--- src/rtl/shmul_pkg.sv ---
package shmul_pkg;

  typedef enum logic [1:0] {
    SHM_MUL = 2'b00,
    SHM_SHR = 2'b01,
    SHM_SAR = 2'b10,
    SHM_RSV = 2'b11
  } shm_op_e;

  // True when the operation runs through the reversed datapath
  function automatic logic op_is_right(input shm_op_e op);
    return (op == SHM_SHR) || (op == SHM_SAR);
  endfunction

  // True when the operation fills vacated bits with the sign
  function automatic logic op_is_signed(input shm_op_e op);
    return op == SHM_SAR;
  endfunction

endpackage

--- src/rtl/shmul_rev.sv ---
module shmul_rev #(
  parameter int W = 32
) (
  input  logic [W-1:0] din,
  output logic [W-1:0] dout
);
  for (genvar i = 0; i < W; i++) begin : g_bit
    assign dout[i] = din[W-1-i];
  end
endmodule

--- src/rtl/shmul_pow2.sv ---
module shmul_pow2 #(
  parameter int W  = 32,
  parameter int SW = $clog2(W) + 1
) (
  input  logic [SW-1:0] amt,
  output logic [W-1:0]  pow2
);
  localparam logic [SW-1:0] W_AMT = SW'(W);
  localparam logic [W-1:0]  ONE   = {{(W-1){1'b0}}, 1'b1};

  logic in_range;
  assign in_range = amt < W_AMT;
  assign pow2     = in_range ? (ONE << amt) : '0;
endmodule

--- src/rtl/shmul_core.sv ---
module shmul_core
  import shmul_pkg::*;
#(
  parameter int W = 32
) (
  input  shm_op_e      op,
  input  logic [W-1:0] a,
  input  logic [W-1:0] m,
  output logic [W-1:0] res,
  output logic [W-1:0] sign_mask,
  output logic [W-1:0] prod_lo
);
  logic         is_right;
  logic [W-1:0] masked_a;
  logic [W-1:0] rev_in;
  logic [W-1:0] mul_in;
  logic [W-1:0] rev_out;
  logic [W-1:0] right_res;

  assign is_right  = op_is_right(op);
  assign sign_mask = {W{op_is_signed(op) & a[W-1]}};
  assign masked_a  = a ^ sign_mask;

  shmul_rev #(.W(W)) u_rev_in (.din(masked_a), .dout(rev_in));

  assign mul_in  = is_right ? rev_in : a;
  // Only the low half of the product is kept
  assign prod_lo = mul_in * m;

  shmul_rev #(.W(W)) u_rev_out (.din(prod_lo), .dout(rev_out));

  assign right_res = rev_out ^ sign_mask;

  always_comb begin
    unique case (op)
      SHM_MUL: res = prod_lo;
      SHM_SHR,
      SHM_SAR: res = right_res;
      default: res = '0;
    endcase
  end
endmodule

--- src/rtl/shmul_unit.sv ---
module shmul_unit
  import shmul_pkg::*;
#(
  parameter int W       = 32,
  parameter bit REG_OUT = 1'b1,
  parameter int SW      = $clog2(W) + 1
) (
  input  logic          clk,
  input  logic          rst_n,
  input  logic [1:0]    op_i,
  input  logic [W-1:0]  a_i,
  input  logic [W-1:0]  m_i,
  input  logic [SW-1:0] amt_i,
  output logic [W-1:0]  pow2_o,
  output logic [W-1:0]  res_o
);
  localparam logic [W-1:0] M_ONE = {{(W-1){1'b0}}, 1'b1};

  shm_op_e      op;
  logic [W-1:0] res_next;
  logic [W-1:0] sign_mask;
  logic [W-1:0] prod_lo;

  assign op = shm_op_e'(op_i);

  shmul_pow2 #(.W(W), .SW(SW)) u_pow2 (.amt(amt_i), .pow2(pow2_o));

  shmul_core #(.W(W)) u_core (
    .op       (op),
    .a        (a_i),
    .m        (m_i),
    .res      (res_next),
    .sign_mask(sign_mask),
    .prod_lo  (prod_lo)
  );

  if (REG_OUT) begin : g_reg
    always_ff @(posedge clk or negedge rst_n) begin
      if (!rst_n) res_o <= '0;
      else        res_o <= res_next;
    end


    reg_stage_chk: assert property (@(posedge clk) disable iff (!rst_n)
      1'b1 |=> res_o == $past(res_next));
  end else begin : g_comb
    assign res_o = res_next;
  end


  sar_msb_chk: assert property (@(posedge clk) disable iff (!rst_n)
    (op == SHM_SAR) |-> res_next[W-1] == a_i[W-1]);


  shr_clear_top_chk: assert property (@(posedge clk) disable iff (!rst_n)
    (op == SHM_SHR && !m_i[0]) |-> !res_next[W-1]);


  zero_mult_chk: assert property (@(posedge clk) disable iff (!rst_n)
    (m_i == '0 && op != SHM_RSV) |-> res_next == sign_mask);


  unit_mult_chk: assert property (@(posedge clk) disable iff (!rst_n)
    (m_i == M_ONE && op != SHM_RSV) |-> res_next == a_i);


  reserved_zero_chk: assert property (@(posedge clk) disable iff (!rst_n)
    (op == SHM_RSV) |-> res_next == '0);


  pow2_onehot_chk: assert property (@(posedge clk) disable iff (!rst_n)
    $onehot0(pow2_o));


  pow2_range_chk: assert property (@(posedge clk) disable iff (!rst_n)
    (amt_i >= SW'(W)) |-> pow2_o == '0);


  mul_pass_chk: assert property (@(posedge clk) disable iff (!rst_n)
    (op == SHM_MUL) |-> res_next == prod_lo);
endmodule

--- config.mk ---
export PLATFORM = sky130hd
export DESIGN_NAME = shmul_unit
export DESIGN_NICKNAME = d
export VERILOG_FILES = /design/src/rtl/shmul_pkg.sv /design/src/rtl/shmul_rev.sv /design/src/rtl/shmul_pow2.sv /design/src/rtl/shmul_core.sv /design/src/rtl/shmul_unit.sv
export SDC_FILE = /design/constraint.sdc
export NUM_CORES = 1
export LEC_CHECK = 0
export BUFFER_PORTS_ARGS = -buffer_cell sky130_fd_sc_hd__buf_2
export CELL_PAD_IN_SITES_DETAIL_PLACEMENT = 1
export CELL_PAD_IN_SITES_GLOBAL_PLACEMENT = 1
export CORE_AREA = 2 2 191 193
export DETAILED_ROUTE_END_ITERATION = 7
export DIE_AREA = 0 0 193 195
export PLACE_DENSITY = 0.88
export SLEW_MARGIN = 40
export SYNTH_ARGS = -nofsm -noshare
export SYNTH_HDL_FRONTEND = slang
export SYNTH_SLANG_ARGS = --single-unit
--- constraint.sdc ---
create_clock -name clk -period 1.65 [get_ports clk]
set_clock_uncertainty 0.05 [all_clocks]
set_input_delay 0.2475 -clock clk [delete_from_list [all_inputs] [get_ports clk]]
set_output_delay 0.2475 -clock clk [all_outputs]
set_load 0.01 [all_outputs]
==> impl_results.md, run 1 <==
- First Error: [ERROR GRT-0232] Routing congestion too high. Check the congestion heatmap in the GUI.
- Root Driver: clkbuf_16
- YS warnings: 0
- Sequential share of the synthesized area: 0.04312
- Post-synth net total: approximately 2700
- Distinct cell type count of the synthesized netlist: 58
- Max Buffers Root-to-Sink: 2
- H-tree depth: 2
- Largest net degree at the start of global routing: 33
- Post-Syn Area: 18570 sq um
- Congestion Overflow GR: 230
- Top-area cell type share of the netlist area: 0.4398
- Io pins: 138
- #FFs+latches synth: 32
- Failed at: global routing
- Status: stopped before the end
- GRT Total Usage: 0.8371
- Synth top cells by count: fa_1, inv_1, and2_1, nand2_1, ha_1
- Area after DPL: 22130 sq um
- Port Buffers: 137
- Post-synth EDFFs: 0
- Mapped Avg Cell Area: ~9 sq um
- Most common cell in the netlist: fa_1
- Die W: 193 um
- Initial Util: 0.5247
- Number of buffers created by CTS: 5
- RePlAce Congestion: 0.9526
- Site row count: 69
- Clock Sinks: 32
- Async set-reset flop share out of synthesis: 1.000
- Cells after synthesis: 2063
- Top FF cell, synth: dfrtp_1
- Die height: 195 um
- Area contributors post-synth: fa_1, and2_1, ha_1
- HPWL Detailed: 66.98 mm
- Area leader, netlist: fa_1
[routing by layer]
layer / GRT usage / GRT overflow
met5: 0.3966 / 0
met1: 0.8408 / 0
met3: 0.7426 / 2
met2: 0.9413 / 100
met4: 0.8490 / 128
[timing repair]
item,4_1_cts
setup endpoints to repair,32
resized for setup,224
pin swaps,116
buffers inserted,55
hold buffers,0
gates cloned,3
endpoints found under the hold margin,0
[metrics by stage]
stage	std cells	TNS, ps	hold WS [ps]	setup slack, ps
floorplan	2063	-178410	-98.09	-5879
global placement	2854	-191100	279.9	-6190
detailed placement	2854	-203720	304.6	-6620
CTS	2916	-190060	10.30	-6183
[cell families after synthesis]
family | after synthesis | share of synthesized area
adder cells (fa/ha/maj) | 534 | 0.5247
flip-flops | 32 | 0.04312
XOR/XNOR | 113 | 0.06595
buffers and inverters | 516 | 0.1073
AND/OR/NAND/NOR | 702 | 0.1935
AO/OA/AOI/OAI | 166 | 0.06541
==> inputs of run 2 (changes only) <==
--- a/config.mk
+++ b/config.mk
@@ -6,12 +6,10 @@
 export NUM_CORES = 1
 export LEC_CHECK = 0
 export BUFFER_PORTS_ARGS = -buffer_cell sky130_fd_sc_hd__buf_2
-export CELL_PAD_IN_SITES_DETAIL_PLACEMENT = 1
-export CELL_PAD_IN_SITES_GLOBAL_PLACEMENT = 1
-export CORE_AREA = 2 2 191 193
+export CORE_AREA = 2 2 219 221
 export DETAILED_ROUTE_END_ITERATION = 7
-export DIE_AREA = 0 0 193 195
-export PLACE_DENSITY = 0.88
+export DIE_AREA = 0 0 221 223
+export PLACE_DENSITY_LB_ADDON = 0.15
 export SLEW_MARGIN = 40
 export SYNTH_ARGS = -nofsm -noshare
 export SYNTH_HDL_FRONTEND = slang
==> run 2 against run 1 <==
Compared with the run above:
- synthesized cell count did not move
- area after synthesis did not move
- the flow now finishes, with violations (negative setup slack)
==> impl_results.md, run 2 <==
- RePlAce Congestion: 0.8832
- Max Buffers Root-to-Sink: 2
- Most frequent cells in the layout: inv_1, fa_1, buf_4
- Via count: 15220
- Worst-margin pin slew: about 500 ps
- Vias in the first global route: 16580
- Pre-antenna DRT Iters: 5
- Fmax: between 0.1 and 0.15 GHz
- Die height: 223 um
- Port Buffers: 137
- Fin area: 23960 sq um
- Initial Util: 0.3939
- Congestion Overflow GR: 0
- Number of routed nets with antenna violations: 0
- Die W: 221 um
- Slowest cell on crit path: fa_1
- Largest net degree at the start of global routing: 33
- YS warnings: 0
- Global-route wire length before repair: 93.79 mm
- #FFs+latches synth: 32
- H-tree depth: 2
- Slew Viols, Final: 0
- Core Area: 47150 sq um
- Antenna violations before repair: 3
- GRT Total Usage: 0.2445
- CTS tree: yes
- Mapped Avg Cell Area: 9.003 sq um
- Rel. slew slack: 0.6594
- Max reg flops: 32
- Setup Viol. Count Final: 32
- Area growth, synth to finish: 29.01%
- Commonest non-fill, non-tap cell in the layout: inv_1
- Layout cell share with drive strength beyond 1: 0.2801
- Crit path kind: input port to register
- Area leader, netlist: fa_1
- Distinct cell type count of the synthesized netlist: 58
- Io pins: 138
- Final WS setup: -5797 ps
- Slowest stage delay, CP: ~550 ps
- Number of remaining DRC errors: 0
- Post-synth net total: 2671
- CP arrival: 7610 ps
- Sequential share of the synthesized area: 0.04312
- Post-Syn Area: 18570 sq um
- Clk pin slew, worst setup/hold paths: ~60 ps
- Crit Path Max Fanout: 16
- Violations in the final reports: negative setup slack
- Die footprint: 49280 sq um
- Final wirelength: 59.70 mm
- Dpl ws: -6309 ps
- Biggest register: res_o
- Most common cell in the netlist: fa_1
- Cells after synthesis: 2063
- Hold Fails Final Rpt: 0
- Synth top cells by count: fa_1, inv_1, and2_1, nand2_1, ha_1
- Max-cap violation count: 0
- Clock Sinks: 32
- Per-cell routed wire length: between 15 and 20 um
- Via/cell ratio: 4.947
- Status: finished, violations left
- Top-area cell type share of the netlist area: 0.4398
- Async set-reset flop share out of synthesis: 1.000
- Number of buffers created by CTS: 5
- Site row count: 80
- Root Driver: clkbuf_16
- Fin nets: between 3000 and 4000
- CP endpoint kind: register
- Worst endpoint required time: 1810 ps
- Hold Crit Class: input port to asynchronous set/reset pin
- HPWL Detailed: 50.87 mm
- DR iter-0 viols: 713
- Area after DPL: 22460 sq um
- Area contributors post-synth: fa_1, and2_1, ha_1
- Top FF cell, synth: dfrtp_1
- Post-synth EDFFs: 0
- Period utilisation layout: 4.513
- Top Registers: res_o (32)
- RSZ-0062 raised after global routing: yes
- Crit path top cell by count: fa_1
- Fin crit period: 7447 ps
- CP Launch Type: input port
run 2: cell counts after synthesis:
Identical to the previous run, type by type.
run 2: critical path: cells and delay by family:
family / cells / cell delay, ps
fa+ha+maj: 10 / 3990
compound gates: 6 / 1220
simple gates: 5 / 1180
buf+inv: 10 / 950
run 2: timing repair:
action                                 4_1_cts  5_1_grt
cloned                                       3        2
gates resized for setup                     88       83
hold buffers                                 0        1
setup buffers                               31       15
pin swaps                                   58       81
setup endpoints to repair                   32       32
endpoints found under the hold margin        0       32
run 2: area by class of cell:
type / instances / area [sq um]
Sequential cell: 32 / 800.8
Multi-Input combinational cell: 1516 / 16760
Fill cell: 4347 / 23180
Timing Repair Buffer: 505 / 3941
Clock inverter: 3 / 42.54
Antenna cell: 2 / 5.005
Clock buffer: 5 / 125.1
Inverter: 399 / 1515
Tap cell: 615 / 769.5
run 2: routing by layer:
metal	track usage	up-vias	routed length, um
li1	-	6970	-
met1	0.3490	7758	27490
met2	0.3871	430	27100
met3	0.04781	62	3838
met4	0.05088	2	1258
met5	0	-	8
run 2: stage by stage:
stage | util | setup TNS [ps] | std cells | hold slack, ps
3_5_place_dp | 0.4764 | -196990 | 3017 | 311.9
4_1_cts | 0.4955 | -178320 | 3058 | 16.30
6_report | 0.5082 | -179640 | 3077 | 407.5
3_3_place_gp | 0.4764 | -195680 | 3017 | 295.9
5_1_grt | 0.5082 | -186730 | 3077 | 456.9
2_1_floorplan | - | -178410 | 2063 | -98.09
run 2: worst max path at each step:
stage / start / to / cells past startpoint
6_report: op_i[1] / res_o[7] / 31
5_1_grt: op_i[1] / res_o[0] / 30
4_1_cts: op_i[1] / res_o[28] / 30
3_5_place_dp: op_i[1] / res_o[1] / 27
3_3_place_gp: op_i[1] / res_o[1] / 27
2_1_floorplan: op_i[1] / res_o[1] / 31
run 2: cell families after synthesis:
| group | share of synthesized area |
|---|---|
| flip-flops | 0.04312 |
| XOR/XNOR | 0.06595 |
| AND/OR/NAND/NOR | 0.1935 |
| AO/OA/AOI/OAI | 0.06541 |
| adder cells (fa/ha/maj) | 0.5247 |
| buffers and inverters | 0.1073 |
Power of run 2 is left out: the tool's default activity adds up to more than one toggle a clock period on the data nets, which glitch-free logic cannot reach.
==> inputs of run 3 (changes only) <==
--- a/config.mk
+++ b/config.mk
@@ -5,10 +5,11 @@
 export SDC_FILE = /design/constraint.sdc
 export NUM_CORES = 1
 export LEC_CHECK = 0
+export ABC_CLOCK_PERIOD_IN_PS = 1650
 export BUFFER_PORTS_ARGS = -buffer_cell sky130_fd_sc_hd__buf_2
-export CORE_AREA = 2 2 219 221
+export CORE_AREA = 2 2 234 236
 export DETAILED_ROUTE_END_ITERATION = 7
-export DIE_AREA = 0 0 221 223
+export DIE_AREA = 0 0 236 238
 export PLACE_DENSITY_LB_ADDON = 0.15
 export SLEW_MARGIN = 40
 export SYNTH_ARGS = -nofsm -noshare
==> run 3 against run 2 <==
Compared with the run above:
- the flow still finishes with violations (negative setup slack)
- non-clock buffer count down 1
- final area down 0.90%
- critical path depth up 1
==> impl_results.md, run 3 (synthesis results as in run 2) <==
- Per-cell routed wire length: roughly 20 um
- Commonest non-fill, non-tap cell in the layout: inv_1
- Root Driver: clkbuf_16
- Die footprint: 56170 sq um
- Congestion Overflow GR: 0
- Top Registers: res_o (32)
- Via count: between 15000 and 20000
- Final TNS setup: -181330 ps
- Rel. slew slack: 0.7103
- Number of buffers created by CTS: 5
- Biggest register: res_o
- Largest net degree at the start of global routing: 33
- Layout cell share with drive strength beyond 1: 0.2688
- Setup Viol. Count Final: 32
- Site row count: 85
- DR iter-0 viols: 758
- Final WS setup: -5809 ps
- Max-cap violation count: 0
- Global-route wire length before repair: 97.41 mm
- Max Buffers Root-to-Sink: 2
- Antenna violations before repair: 2
- Worst endpoint required time: 1770 ps
- HPWL Detailed: around 53 mm
- Hold Crit Class: input port to register
- Io pins: 138
- Core Area: approximately 53000 sq um
- RSZ-0062 raised after global routing: yes
- RePlAce Congestion: 0.8764
- H-tree depth: 2
- Fmax: 0.1341 GHz
- Worst-margin pin slew: 431.5 ps
- CP endpoint kind: register
- Via/cell ratio: 4.791
- Die W: approximately 240 um
- GRT Total Usage: 0.2250
- Fin nets: between 3000 and 4000
- Initial Util: 0.3472
- Die height: 238 um
- Status: finished, violations left
- Most frequent cells in the layout: inv_1, fa_1, buf_4
- Number of routed nets with antenna violations: 0
- Violations in the final reports: negative setup slack
- Vias in the first global route: 16580
- Crit path top cell by count: fa_1
- Slowest stage delay, CP: roughly 540 ps
- Number of remaining DRC errors: 0
- Max reg flops: 32
- Pre-antenna DRT Iters: 5
- CTS tree: yes
- Slew Viols, Final: 0
- Area growth, synth to finish: 27.85%
- Slowest cell on crit path: fa_1
- Final wirelength: 61.32 mm
- Port Buffers: 137
- Clock Sinks: 32
- Fin crit period: 7459 ps
- CP Launch Type: input port
- Clk pin slew, worst setup/hold paths: 60 ps
- CP arrival: 7580 ps
- Period utilisation layout: 4.520
- Crit path kind: input port to register
- Hold Fails Final Rpt: 0
- Crit Path Max Fanout: 6
-- run 3: final timing paths --
check | start | slack [ps] | cells after the start | to
max in group asynchronous | rst_n | 760 | 3 | res_o[19]
min | a_i[31] | 420 | 4 | res_o[31]
max | op_i[1] | -5810 | 32 | res_o[3]
min in group asynchronous | rst_n | 480 | 3 | res_o[11]
-- run 3: layout make-up --
cell class	instances	area, sq um
Antenna cell	2	5.005
Clock buffer	6	128.9
Clock inverter	2	35.03
Fill cell	5265	29750
Inverter	399	1518
Multi-Input combinational cell	1516	16560
Sequential cell	32	800.8
Tap cell	696	870.8
Timing Repair Buffer	504	3825
-- run 3: layer usage --
| layer | GRT usage | part of all wire |
|---|---|---|
| met1 | 0.3305 | 0.48 |
| met2 | 0.3660 | 0.46 |
| met3 | 0.02429 | 0.049 |
| met4 | 0.03127 | 0.013 |
| met5 | 0 | 0 |
-- run 3: worst max-delay path: cells and delay by family --
| family | cells | cell delay, ps |
|---|---|---|
| xor gates and xnor gates | 1 | 210 |
| buffers and inverters | 10 | 870 |
| and+or+nand+nor | 5 | 690 |
| adders and majority gates | 10 | 4560 |
| AOI/OAI and AO/OA | 6 | 970 |
-- run 3: repair_timing --
action                                 CTS  global route
buffers inserted                        27             8
cloned                                   3             2
pin swaps                               48            32
setup endpoints to repair               32            32
endpoints found under the hold margin   32             0
hold buffers                             1             0
gates resized for setup                 97            35
-- run 3: through the flow --
step	std cells	util	hold slack [ps]	area (sq um)	setup slack, ps
detailed placement	3110	0.4215	253.7	22550	-6351
global route	3157	0.4439	454.7	23750	-6074
finish	3157	0.4439	422.8	23750	-5809
CTS	3147	0.4388	411.8	23480	-5773
floorplan	2063	-	-98.09	18920	-5879
global placement	3110	0.4215	247.3	22550	-6300
Power of run 3 is left out for the same reason.
